==> config.mk <==
export PLATFORM = sky130hd
export DESIGN_NAME = snd_ctl_i2c_slave
export DESIGN_NICKNAME = d
export VERILOG_FILES = /design/src/rtl/snd_ctl_pkg.sv /design/src/rtl/snd_bus_sampler.sv /design/src/rtl/snd_i2c_rx.sv /design/src/rtl/snd_ctl_regs.sv /design/src/rtl/snd_ctl_i2c_slave.sv
export SDC_FILE = /design/constraint.sdc
export NUM_CORES = 1
export LEC_CHECK = 0
export BUFFER_PORTS_ARGS = -buffer_cell sky130_fd_sc_hd__buf_4
export CORE_AREA = 3 3 81 83
export DETAILED_ROUTE_END_ITERATION = 12
export DIE_AREA = 0 0 84 86
export GPL_ROUTABILITY_DRIVEN = 0
export HOLD_SLACK_MARGIN = 0.12
export PLACE_DENSITY = 0.77
export SLEW_MARGIN = 5
export SYNTH_ARGS = -nofsm -noshare
export SYNTH_HDL_FRONTEND = slang
export SYNTH_SLANG_ARGS = --single-unit
==> constraint.sdc <==
create_clock -name clk -period 5.4 [get_ports clk]
set_input_delay 0 -clock clk [delete_from_list [all_inputs] [get_ports clk]]
set_output_delay 0 -clock clk [all_outputs]
set_load 0.01 [all_outputs]
==> src/rtl/snd_ctl_pkg.sv <==
package snd_ctl_pkg;

    localparam int VOL_W   = 6;
    localparam int TONE_W  = 5;
    localparam int PORT_N  = 4;
    localparam int SEL_W   = 3;

    localparam logic [VOL_W-1:0] VOL_MUTE = VOL_W'(48);
    localparam logic [3:0]       BASS_MAX = 4'd10;
    localparam logic [3:0]       TREB_MAX = 4'd9;
    localparam logic [SEL_W-1:0] SRC_MAX  = 3'd4;

    localparam logic [7:0] SUB_INPUT = 8'h01;
    localparam logic [7:0] SUB_VOL   = 8'h02;
    localparam logic [7:0] SUB_OUT   = 8'h03;
    localparam logic [7:0] SUB_BASS  = 8'h04;
    localparam logic [7:0] SUB_TREB  = 8'h05;
    localparam logic [7:0] SUB_PORT  = 8'h06;

    localparam logic [1:0] MODE_MONO = 2'b10;

    typedef enum logic [2:0] {
        RX_IDLE,
        RX_ADDR,
        RX_ACK_ADDR,
        RX_SUB,
        RX_ACK_SUB,
        RX_DATA,
        RX_ACK_DATA,
        RX_SKIP
    } rx_state_e;

    typedef struct packed {
        logic [SEL_W-1:0]  src;
        logic [SEL_W-1:0]  gain;
        logic [VOL_W-1:0]  vol_l;
        logic [VOL_W-1:0]  vol_r;
        logic [1:0]        mode;
        logic [SEL_W-1:0]  surr;
        logic [SEL_W-1:0]  sum;
        logic [TONE_W-1:0] bass;
        logic [TONE_W-1:0] treb;
        logic [PORT_N-1:0] port_open;
    } ctl_regs_t;

    function automatic logic sub_known(input logic [7:0] s);
        return (s >= SUB_INPUT) && (s <= SUB_PORT);
    endfunction

    function automatic logic gain_legal(input logic [SEL_W-1:0] g);
        case (g)
            3'b000, 3'b010, 3'b011, 3'b110, 3'b111: return 1'b1;
            default:                                return 1'b0;
        endcase
    endfunction

    function automatic logic tone_legal(input logic [TONE_W-1:0] c,
                                        input logic [3:0] lim);
        return c[3:0] <= lim;
    endfunction

endpackage

==> src/rtl/snd_bus_sampler.sv <==
module snd_bus_sampler #(
    parameter int SYNC_STAGES = 2
) (
    input  logic clk,
    input  logic rst_n,
    input  logic scl_i,
    input  logic sda_i,
    output logic sda_lvl,
    output logic scl_rise,
    output logic scl_fall,
    output logic start_evt,
    output logic stop_evt
);

    localparam int TOP = SYNC_STAGES - 1;

    typedef struct packed {
        logic [SYNC_STAGES-1:0] scl_sync;
        logic [SYNC_STAGES-1:0] sda_sync;
        logic                   scl_prev;
        logic                   sda_prev;
    } smp_t;

    smp_t smp_d, smp_q;
    logic scl_lvl;

    always_comb begin
        smp_d          = smp_q;
        smp_d.scl_sync = {smp_q.scl_sync[TOP-1:0], scl_i};
        smp_d.sda_sync = {smp_q.sda_sync[TOP-1:0], sda_i};
        smp_d.scl_prev = smp_q.scl_sync[TOP];
        smp_d.sda_prev = smp_q.sda_sync[TOP];
    end

    always_ff @(posedge clk or negedge rst_n) begin
        if (!rst_n) smp_q <= '1;
        else        smp_q <= smp_d;
    end

    assign scl_lvl   = smp_q.scl_sync[TOP];
    assign sda_lvl   = smp_q.sda_sync[TOP];
    assign scl_rise  =  scl_lvl & ~smp_q.scl_prev;
    assign scl_fall  = ~scl_lvl &  smp_q.scl_prev;
    assign start_evt =  scl_lvl & smp_q.scl_prev &  smp_q.sda_prev & ~sda_lvl;
    assign stop_evt  =  scl_lvl & smp_q.scl_prev & ~smp_q.sda_prev &  sda_lvl;

endmodule

==> src/rtl/snd_i2c_rx.sv <==
module snd_i2c_rx
    import snd_ctl_pkg::*;
#(
    parameter logic [6:0] DEV_ADDR = 7'h77
) (
    input  logic       clk,
    input  logic       rst_n,
    input  logic       sda_lvl,
    input  logic       scl_rise,
    input  logic       scl_fall,
    input  logic       start_evt,
    input  logic       stop_evt,
    output logic       sda_oe,
    output logic       wr_stb,
    output logic [7:0] wr_sub,
    output logic [7:0] wr_data
);

    localparam logic [7:0] ADDR_BYTE = {DEV_ADDR, 1'b0};

    typedef struct packed {
        rx_state_e  st;
        logic [2:0] bitcnt;
        logic [7:0] sh;
        logic [7:0] sub;
        logic       oe;
        logic       wr;
    } rx_t;

    rx_t rx_d, rx_q;
    logic [7:0] byte_w;
    logic       last_bit;

    assign byte_w   = {rx_q.sh[6:0], sda_lvl};
    assign last_bit = (rx_q.bitcnt == 3'd7);

    always_comb begin
        rx_d    = rx_q;
        rx_d.wr = 1'b0;
        if (stop_evt) begin
            rx_d.st     = RX_IDLE;
            rx_d.oe     = 1'b0;
            rx_d.bitcnt = '0;
        end else if (start_evt) begin
            rx_d.st     = RX_ADDR;
            rx_d.oe     = 1'b0;
            rx_d.bitcnt = '0;
        end else begin
            case (rx_q.st)
                RX_ADDR, RX_SUB, RX_DATA: begin
                    if (scl_rise) begin
                        rx_d.sh     = byte_w;
                        rx_d.bitcnt = rx_q.bitcnt + 3'd1;
                        if (last_bit) begin
                            if (rx_q.st == RX_ADDR) begin
                                rx_d.st = (byte_w == ADDR_BYTE) ? RX_ACK_ADDR : RX_SKIP;
                            end else if (rx_q.st == RX_SUB) begin
                                rx_d.sub = byte_w;
                                rx_d.st  = sub_known(byte_w) ? RX_ACK_SUB : RX_SKIP;
                            end else begin
                                rx_d.wr = 1'b1;
                                rx_d.st = RX_ACK_DATA;
                            end
                        end
                    end
                end
                RX_ACK_ADDR, RX_ACK_SUB, RX_ACK_DATA: begin
                    if (scl_fall) begin
                        if (!rx_q.oe) begin
                            rx_d.oe = 1'b1;
                        end else begin
                            rx_d.oe     = 1'b0;
                            rx_d.bitcnt = '0;
                            case (rx_q.st)
                                RX_ACK_ADDR: rx_d.st = RX_SUB;
                                RX_ACK_SUB:  rx_d.st = RX_DATA;
                                default:     rx_d.st = RX_SKIP;
                            endcase
                        end
                    end
                end
                default: ;
            endcase
        end
    end

    always_ff @(posedge clk or negedge rst_n) begin
        if (!rst_n) begin
            rx_q.st     <= RX_IDLE;
            rx_q.bitcnt <= '0;
            rx_q.sh     <= '0;
            rx_q.sub    <= '0;
            rx_q.oe     <= 1'b0;
            rx_q.wr     <= 1'b0;
        end else begin
            rx_q <= rx_d;
        end
    end

    assign sda_oe  = rx_q.oe;
    assign wr_stb  = rx_q.wr;
    assign wr_sub  = rx_q.sub;
    assign wr_data = rx_q.sh;

endmodule

==> src/rtl/snd_ctl_regs.sv <==
module snd_ctl_regs
    import snd_ctl_pkg::*;
(
    input  logic              clk,
    input  logic              rst_n,
    input  logic              wr_stb,
    input  logic [7:0]        wr_sub,
    input  logic [7:0]        wr_data,
    output logic [SEL_W-1:0]  src_sel,
    output logic [SEL_W-1:0]  gain_sel,
    output logic [VOL_W-1:0]  vol_left,
    output logic [VOL_W-1:0]  vol_right,
    output logic [1:0]        out_mode,
    output logic [SEL_W-1:0]  surround,
    output logic [SEL_W-1:0]  sum_gain,
    output logic [TONE_W-1:0] bass,
    output logic [TONE_W-1:0] treble,
    output logic [PORT_N-1:0] port_sink
);

    ctl_regs_t reg_d, reg_q;

    localparam ctl_regs_t RESET_VAL = '{
        src:       '0,
        gain:      '0,
        vol_l:     VOL_MUTE,
        vol_r:     VOL_MUTE,
        mode:      '0,
        surr:      '0,
        sum:       '0,
        bass:      '0,
        treb:      '0,
        port_open: '1
    };

    always_comb begin
        reg_d = reg_q;
        if (wr_stb) begin
            case (wr_sub)
                SUB_INPUT: begin
                    if (wr_data[2:0] <= SRC_MAX && gain_legal(wr_data[5:3])) begin
                        reg_d.src  = wr_data[2:0];
                        reg_d.gain = wr_data[5:3];
                    end
                end
                SUB_VOL: begin
                    if (wr_data[VOL_W-1:0] <= VOL_MUTE) begin
                        if (wr_data[6]) reg_d.vol_l = wr_data[VOL_W-1:0];
                        if (wr_data[7]) reg_d.vol_r = wr_data[VOL_W-1:0];
                    end
                end
                SUB_OUT: begin
                    reg_d.mode = wr_data[1:0];
                    reg_d.surr = wr_data[4:2];
                    reg_d.sum  = wr_data[7:5];
                end
                SUB_BASS: begin
                    if (tone_legal(wr_data[TONE_W-1:0], BASS_MAX))
                        reg_d.bass = wr_data[TONE_W-1:0];
                end
                SUB_TREB: begin
                    if (tone_legal(wr_data[TONE_W-1:0], TREB_MAX))
                        reg_d.treb = wr_data[TONE_W-1:0];
                end
                SUB_PORT: begin
                    if (wr_data[7:PORT_N] == '0)
                        reg_d.port_open = wr_data[PORT_N-1:0];
                end
                default: ;
            endcase
        end
    end

    always_ff @(posedge clk or negedge rst_n) begin
        if (!rst_n) reg_q <= RESET_VAL;
        else        reg_q <= reg_d;
    end

    assign src_sel   = reg_q.src;
    assign gain_sel  = reg_q.gain;
    assign vol_left  = reg_q.vol_l;
    assign vol_right = reg_q.vol_r;
    assign out_mode  = reg_q.mode;
    assign surround  = (reg_q.mode == MODE_MONO) ? '0 : reg_q.surr;
    assign sum_gain  = reg_q.sum;
    assign bass      = reg_q.bass;
    assign treble    = reg_q.treb;

    for (genvar p = 0; p < PORT_N; p++) begin : g_port
        assign port_sink[p] = ~reg_q.port_open[p];
    end

endmodule

==> src/rtl/snd_ctl_i2c_slave.sv <==
module snd_ctl_i2c_slave
    import snd_ctl_pkg::*;
#(
    parameter logic [6:0] DEV_ADDR    = 7'h77,
    parameter int         SYNC_STAGES = 2
) (
    input  logic              clk,
    input  logic              rst_n,
    input  logic              scl_i,
    input  logic              sda_i,
    output logic              sda_oe_o,
    output logic [SEL_W-1:0]  src_sel_o,
    output logic [SEL_W-1:0]  gain_sel_o,
    output logic [VOL_W-1:0]  vol_left_o,
    output logic [VOL_W-1:0]  vol_right_o,
    output logic [1:0]        out_mode_o,
    output logic [SEL_W-1:0]  surround_o,
    output logic [SEL_W-1:0]  sum_gain_o,
    output logic [TONE_W-1:0] bass_o,
    output logic [TONE_W-1:0] treble_o,
    output logic [PORT_N-1:0] port_sink_o
);

    logic       sda_lvl;
    logic       scl_rise;
    logic       scl_fall;
    logic       start_evt;
    logic       stop_evt;
    logic       wr_stb;
    logic [7:0] wr_sub;
    logic [7:0] wr_data;

    snd_bus_sampler #(.SYNC_STAGES(SYNC_STAGES)) u_smp (
        .clk       (clk),
        .rst_n     (rst_n),
        .scl_i     (scl_i),
        .sda_i     (sda_i),
        .sda_lvl   (sda_lvl),
        .scl_rise  (scl_rise),
        .scl_fall  (scl_fall),
        .start_evt (start_evt),
        .stop_evt  (stop_evt)
    );

    snd_i2c_rx #(.DEV_ADDR(DEV_ADDR)) u_rx (
        .clk       (clk),
        .rst_n     (rst_n),
        .sda_lvl   (sda_lvl),
        .scl_rise  (scl_rise),
        .scl_fall  (scl_fall),
        .start_evt (start_evt),
        .stop_evt  (stop_evt),
        .sda_oe    (sda_oe_o),
        .wr_stb    (wr_stb),
        .wr_sub    (wr_sub),
        .wr_data   (wr_data)
    );

    snd_ctl_regs u_regs (
        .clk       (clk),
        .rst_n     (rst_n),
        .wr_stb    (wr_stb),
        .wr_sub    (wr_sub),
        .wr_data   (wr_data),
        .src_sel   (src_sel_o),
        .gain_sel  (gain_sel_o),
        .vol_left  (vol_left_o),
        .vol_right (vol_right_o),
        .out_mode  (out_mode_o),
        .surround  (surround_o),
        .sum_gain  (sum_gain_o),
        .bass      (bass_o),
        .treble    (treble_o),
        .port_sink (port_sink_o)
    );

endmodule

* Word-level counts from Yosys, hierarchy flattened *
Index checks and enable logic that the tools add are counted.

storage, ports and cells
  word-level logic and storage cells = 121
  output and inout port bits = 41
  input port bits = 4
  register bits = 70

cells by class
  $lt $le $gt $ge = 6
  mux-type cells = 31
  $add $sub $neg = 1
  reductions and logical operators = 22
  bitwise gates (word level) = 18
  equality and inequality tests = 23

operators by type and width
  kind                  number
  $eq A8 B3 Y1 const B  3
  $mux W6               4
  $mux W8               3
  $mux W22              1
  $eq A3 B3 Y1 const B  6
  $eq A8 B2 Y1 const B  2
  $reduce_and A4 Y1     4
  $mux W1               15
  $mux W3               5
  $eq A3 B2 Y1 const B  4
  $pmux W6 S2           1
  $reduce_and A3 Y1     4
  $not A1 Y1            11
  $eq A8 B1 Y1 const B  1
  $eq A8 B8 Y1 const B  1
  $ge A8 B1 Y1 const B  1
  $le A4 B4 Y1 const B  2
  $le A8 B3 Y1 const B  1
  $ne A4 B3 Y1 const B  2
  $ne A4 B4 Y1 const B  2
  $and A1 B1 Y1         7
  $reduce_and A7 Y1     1
  $le A6 B6 Y1 const B  1
  $pmux W3 S2           1
  14 further kinds      18

* Logic depth before layout (Yosys ltp) *
Gate-level depths: netlist (run 1).

  word-level depth = 10
  gate-level depth with buffers = 6
  depth with buffers taken out = 6

* Modules after synthesis *
A second synthesis (run 1) with hierarchy kept.

unflattened totals
  cells, all modules = 269
  area total of the unflattened synthesis = 3,413.3 um^2

by module, submodules not included
  module           seq. area each (um^2)  area each (um^2)  cells each  times used
  snd_ctl_regs     1,011.0                1,998.2           155         1
  snd_i2c_rx       600.6                  1,224.9           104         1
  snd_bus_sampler  157.7                  190.2             10          1

* Worst setup path before layout (run 1) *
No wires, ideal clock.

  path kind = register -> register
  from = register u_rx.rx_q, in the netlist u_rx.wr_sub[3]
  to = register u_regs.reg_q[28] (netlist: u_regs.vol_left[0])
  period minus slack after synthesis = 1.925 ns
  data arrival time = 1.800 ns
  path buffers = 0
  data required time = 5.275 ns
  setup slack = 3.475 ns
  library setup time = 0.125 ns
  cell stages (with the launch flop) = 5
  cell sequence = dfrtp_1 -> or4_4 -> nor4b_4 -> nand4b_2 -> mux2_2

between the ends
  cells in the longest elaborated chain, start to end = 2

ends and longest elaborated chain
  item                         line                text
  from (decl)                  snd_i2c_rx.sv:30    rx_t rx_d, rx_q;
  from (signal assigned)       snd_i2c_rx.sv:96    rx_q <= rx_d;
  $eq A8 B2 Y1                 snd_ctl_regs.sv:39  case (wr_sub)
  $reduce_and A4 Y1 (no line)  -
  to (signal assigned)         snd_ctl_regs.sv:76  else reg_q <= reg_d;
  to (decl)                    snd_ctl_regs.sv:21  ctl_regs_t reg_d, reg_q;

No other way between the ends.
A chain may end at the register's enable or synchronous reset.

* Worst setup path after layout (run 1) *
  from = register u_rx.rx_q, in the netlist u_rx.wr_data[1]
  to = register u_regs.reg_q[30] (netlist: u_regs.vol_left[2])

between the ends
  cells in the longest elaborated chain, start to end = 2

ends and longest elaborated chain
  item                         line                text
  $le A6 B6 Y1                 snd_ctl_regs.sv:47  if (wr_data[VOL_W-1:0] <= VOL_MUTE) begin
  $reduce_and A4 Y1 (no line)  -

No other way between the ends.

==> results of run 1 <==
-- metrics by stage --
step                utilization (%)  hold slack, ps
finish                         61.5             317
global route                   61.5             296
detailed placement             57.2             109
global placement               57.2             109
floorplan                         -            -296
CTS                            61.5             294
-- Yosys cell counts, drive strengths merged, types with 5 or more instances --
master	instances	area [sq um]
nor3	5	25.0
clkbuf	12	45.0
mux2	45	507
nor2	9	33.8
dfstp	14	368
nand2	27	104
buf	33	248
nand4b	6	65.1
inv	11	41.3
dfrtp	56	1400
a2bb2oi	5	43.8
-- area by class of cell --
class | count | area share, %
inverters | 11 | 1.13
clock inverters | 5 | 2.27
multi-input cells | 145 | 31.6
clock buffers | 11 | 3.89
flip-flops and latches | 70 | 48.6
repair buffers | 47 | 9.90
well taps | 75 | 2.58
-- kinds of logic (layout without fill, tap and decap cells) --
logic type      Yosys count  after routing  synth area share (%)
flops                    70             70                  54.4
simple gates             71             71                  12.8
fa+ha+maj                 2              2                 0.769
mux                      45             45                  15.6
buf+inv                  56             74                  10.3
xor+xnor                  2              2                 0.539
compound gates           25             25                  5.69
-- critical path: stages (launching register included) --
cell	delay (ps)
dfrtp_1	550
or2_2	370
o311ai_0	600
nand4b_2	320
mux2_2	350
-- per-layer routing --
metal	vias up	track usage (%)
met5	-	0
met4	0	9.65
met3	12	3.07
met2	48	27.0
met1	1006	23.8
li1	931	-
-- final timing paths --
check | depth (start not counted) | end | startpoint | slack [ps]
max | 4 | u_regs.vol_left[2]$_DFFE_PN0P_ | u_rx.wr_data[1]$_DFFE_PN0P_ | 3090
min | 2 | u_regs.sum_gain[0]$_DFFE_PN0P_ | rst_n | 320
max reg2reg | 4 | u_regs.vol_left[2]$_DFFE_PN0P_ | u_rx.wr_data[1]$_DFFE_PN0P_ | 3090
min reg2reg | 0 | u_smp.scl_lvl$_DFF_PN1_ | u_smp.smp_d[5]$_DFF_PN1_ | 360
max in group asynchronous | 2 | u_rx.wr_data[4]$_DFFE_PN0P_ | rst_n | 4520
min in group clk | 2 | u_smp.smp_d[3]$_DFF_PN1_ | sda_i | 320
-- sequential cells by signal, indices dropped and copies added, names as in the netlist, 2 cells and up --
signal            cells
u_rx.wr_data          8
u_rx.wr_sub           8
u_regs.reg_q          7
u_regs.vol_left       6
u_regs.vol_right      6
u_rx.rx_q             6
u_regs.bass           5
u_regs.treble         5
u_regs.gain_sel       3
u_regs.src_sel        3
u_regs.sum_gain       3
u_regs.out_mode       2
u_smp.smp_d           2
u_smp.smp_q           2
-- where the power goes --
part | internal, mW | total [mW] | switching [mW]
Sequential | 0.535 | 0.560 | 0.0247
Combinational | 0.0153 | 0.0378 | 0.0226
Clock | 0.273 | 0.463 | 0.190
Total | 0.823 | 1.06 | 0.238
-- cells in the final DEF (no fill, tap or decap), drive strengths merged, types with 4 or more instances in the layout --
cell	n
dfrtp	56
mux2	45
buf	44
nand2	27
dfstp	14
inv	11
clkbuf	11
nor2	9
nand4b	6
a2bb2oi	5
nor3	5
and2	4
a21oi	4
==> results.yml, run 1 <==
outcome:
  status: "finished, final reports clean"
sta:
  setup_viol: 0
  fin_setup_tns_ps: 0
  rsz0062_at_grt: "no"
  worst_slew_pin_slew_ps: 859
  max_slew_margin_pct: 42.7
  period_needed_ps: 2310
  max_freq_mhz: 434
  worst_slack_ps: 3090
  hold_violations: 0
  skew_ps: 9.37
  slew_viol_final: 0
  post-route-period-util_pct: 42.7
routing:
  drt_pass1_iterations: 4
  via_per_inst: 5.49
  dr.max_layer_used: "met4"
  wl_met1_um: 2700
  vias: 1997
  ant_nets: 0
  met2_length_um: 2810
  met3_wirelength_um: 210
  dr.first_iter.drc_count: 204
  drc: 0
  wl_per_cell_um: 16.1
  routed_wl_um: 5840
floorplan:
  fp.dieH_um: 86
  die_x_um: 84
  die_area_sq_um: 7220
  initial_core_util_pct: 54.9
  core_area_sq_um: 5920
  rows: 28
  ios: 45
critical_path:
  crit_path_start_kind: "flop"
  cp_data_required_time_ps: 5610
  worst-setup-path-type: "flop to flop"
  cp_max_fo: 15
  cp-end-kind: "flop"
  crit_arrival_ps: 2520
global_routing:
  grt_pass1_wl_um: 9920
  grt_use_total_pct: 17.6
  grt_pass1_vias: 1978
  globalRoute.totalOverflow: 0
  antenna_found_initial: 0
  grt_max_degree: 71
placement:
  dpl.cell_count: 345
  post-place-ws_ps: 3140
  hpwl_um: 3850
  port_buffers: 44
  place_area_sq_um: 3380
min_path:
  holdCritPathClass: "input pin to async pin"
synthesis:
  syn-cell-area_sq_um: 3250
  syn-num-nets: 277
  synth_edf_count: 0
  synth_cells: 271
  synth.ff_latch_count: 70
  seq_area_frac_synth_pct: 54.4
  syn_area_per_cell_sq_um: 12.0
  synthArstFlopShare_pct: 100
  ys_types: 42
  yosys_most_used_dff: "dfrtp_1"
  yosys_warnings: 0
finish:
  antenna_cells: 0
  synthToLayoutAreaGrowth_pct: 11.8
  fillerInstances: 474
  final-seq-area_sq_um: 1770
  final_nets: 290
  drive_above_1_share_pct: 43.3
  fin_area_sq_um: 3640
  fin_cells: 364
  multi_input_comb_area_sq_um: 1150
power:
  p_leak_nw: 1.78
  power.density_nw_per_um2: 292
  ir_drop_mv: 0.135
  total_power_mw: 1.06
clock_tree:
  postCtsHoldBufs: 3
  cts_htree_levels: 3
  cts_made_buffers: 9
  ctsResizeCount: 0
  clkSinkCount: 70
  root_buffer: "clkbuf_8"
  clk_pin_slew_ps: 70
  clk_latency_ps: 330
  cts_tree: "yes"
  cts_buffer_depth: 2
  cts_setup_buffers: 0
run:
  cap_viol_max_count: 0
No activity file was read; power rests on OpenSTA's default activity.
==> run 2: changes to the inputs <==
Clock period 5.4 ns to 2.37 ns, I/O delays scaled along.
==> results.yml, run 2 (synthesized netlist as in run 1, its figures left out) <==
routing:
  ant_nets: 0
  drc: 0
  drt_pass1_iterations: 4
  dr.first_iter.drc_count: 192
  wl_per_cell_um: 15.9
  vias: 2015
  via_per_inst: 5.42
  routed_wl_um: 5930
floorplan:
  rows: 28
  die_area_sq_um: 7220
  fp.dieH_um: 86
  initial_core_util_pct: 54.9
  die_x_um: 84
  ios: 45
  core_area_sq_um: 5920
sta:
  max_slew_margin_pct: 42.9
  max_freq_mhz: 481
  rsz0062_at_grt: "no"
  period_needed_ps: 2080
  worst_slack_ps: 293
  fin_setup_tns_ps: 0
  skew_ps: 10.8
  post-route-period-util_pct: 87.7
  worst_slew_pin_slew_ps: 856
  setup_viol: 0
  slew_viol_final: 0
  hold_violations: 0
  hold_slack_ps: 312
placement:
  port_buffers: 44
  post-place-ws_ps: 279
  hpwl_um: 4000
  place_area_sq_um: 3440
critical_path:
  crit_arrival_ps: 2290
  worst-setup-path-type: "flop to flop"
  cp-end-kind: "flop"
  cp_data_required_time_ps: 2580
  cp_max_fo: 6
  crit_path_start_kind: "flop"
min_path:
  holdCritPathClass: "input pin to async pin"
finish:
  synthToLayoutAreaGrowth_pct: 13.2
  drive_above_1_share_pct: 45.1
  final_cell_mix: "dfrtp_1, buf_4, mux2_2, nand2_1, dfstp_2"
  final_nets: 298
  final_common_cell: "dfrtp_1"
  antenna_cells: 0
  fin_area_sq_um: 3680
  fillerInstances: 463
global_routing:
  grt.busiest_layer: "met2"
  use_met1_pct: 24.1
  antenna_found_initial: 0
  grt_pass1_vias: 2138
  globalRoute.totalOverflow: 0
  grt_max_degree: 71
  grt_pass1_wl_um: 10500
  grt_use_total_pct: 18.3
  grt_use_met3_pct: 3.55
  grt_use_met2_pct: 30.1
power:
  p_switching_uw: 547
  p_sw_share_pct: 23.2
  combPwrFrac_pct: 6.1
  p_leak_nw: 1.83
  p_int_mw: 1.81
  ir_drop_mv: 0.344
  power.density_nw_per_um2: 641
  total_power_mw: 2.36
  p_clk_share_pct: 41.2
  pwr-share-seq_pct: 52.6
clock_tree:
  cts_made_buffers: 9
  cts_htree_levels: 3
  clk_pin_slew_ps: 70
  cts_setup_buffers: 0
  cts_buffer_depth: 2
  clk_latency_ps: 340
  cts_tree: "yes"
  clkSinkCount: 70
  root_buffer: "clkbuf_8"
outcome:
  status: "finished, final reports clean"
run:
  cap_viol_max_count: 0
## run 2: cell count changes in the layout (fill, tap and decap cells not counted), sizes merged
cell / previous run / this run
clkinv: 0 / 4
buf: 44 / 52
clkinvlp: 3 / 0
bufinv: 2 / 1
## run 2: what timing repair did
item                      4_1_cts  5_1_grt
hold buffers                    3        0
gates resized for setup         0        0
hold endpoints to repair       58        0
## run 2: worst max-delay path: stages, from the launching register on
cell and delay [ps]:
dfrtp_1 390, or4_4 570, nor4b_4 380, nand4b_2 280, mux2_2 340
## run 2: per-stage QoR
| step | instances | utilization [%] |
|---|---|---|
| finish | 372 | 62.2 |
| global route | 372 | 62.2 |
| CTS | 372 | 62.2 |
| detailed placement | 353 | 58.2 |
| global placement | 353 | 58.2 |
| floorplan | 271 | - |
## run 2: cell type report
type	count	area, sq um	share of cell area, %
Clock buffer	11	151	4.11
Clock inverter	5	57.6	1.56
Inverter	11	41.3	1.12
Multi-Input combinational cell	145	1150	31.2
Sequential cell	70	1770	48.0
Tap cell	75	93.8	2.55
Timing Repair Buffer	55	420	11.4
## run 2: path summary, 6_finish.rpt
check / from / endpoint / slack, ps / cells past startpoint
worst max-delay path: u_rx.wr_sub[3]$_DFFE_PN0P_ / u_regs.vol_left[3]$_DFFE_PN0P_ / 290 / 4
worst min-delay path: rst_n / u_regs.sum_gain[0]$_DFFE_PN0P_ / 310 / 2
worst max register to register: u_rx.wr_sub[3]$_DFFE_PN0P_ / u_regs.vol_left[3]$_DFFE_PN0P_ / 290 / 4
worst min register to register: u_smp.smp_d[5]$_DFF_PN1_ / u_smp.scl_lvl$_DFF_PN1_ / 360 / 0
max in group asynchronous: rst_n / u_rx.rx_q[18]$_DFFE_PN0P_ / 1490 / 2
min in group clk: sda_i / u_smp.smp_d[3]$_DFF_PN1_ / 310 / 2
## run 2: routing by layer
metal	routed length, um	part of all wire [%]	up-vias
met1	2700	46	1010
met5	0	0	-
met3	214	3.6	6
li1	-	-	949
met4	76	1.3	0
met2	2940	50	50
## run 2: power groups by stage
stage / combinational, mW / clock, mW / sequential [mW]
4_1_cts: 0.147 / 1.00 / 1.24
6_report: 0.145 / 0.973 / 1.24
5_1_grt: 0.165 / 1.06 / 1.24
3_5_place_dp: 0.143 / 0 / 1.26
3_3_place_gp: 0.140 / 0 / 1.26
2_1_floorplan: 0.0744 / 0 / 1.26
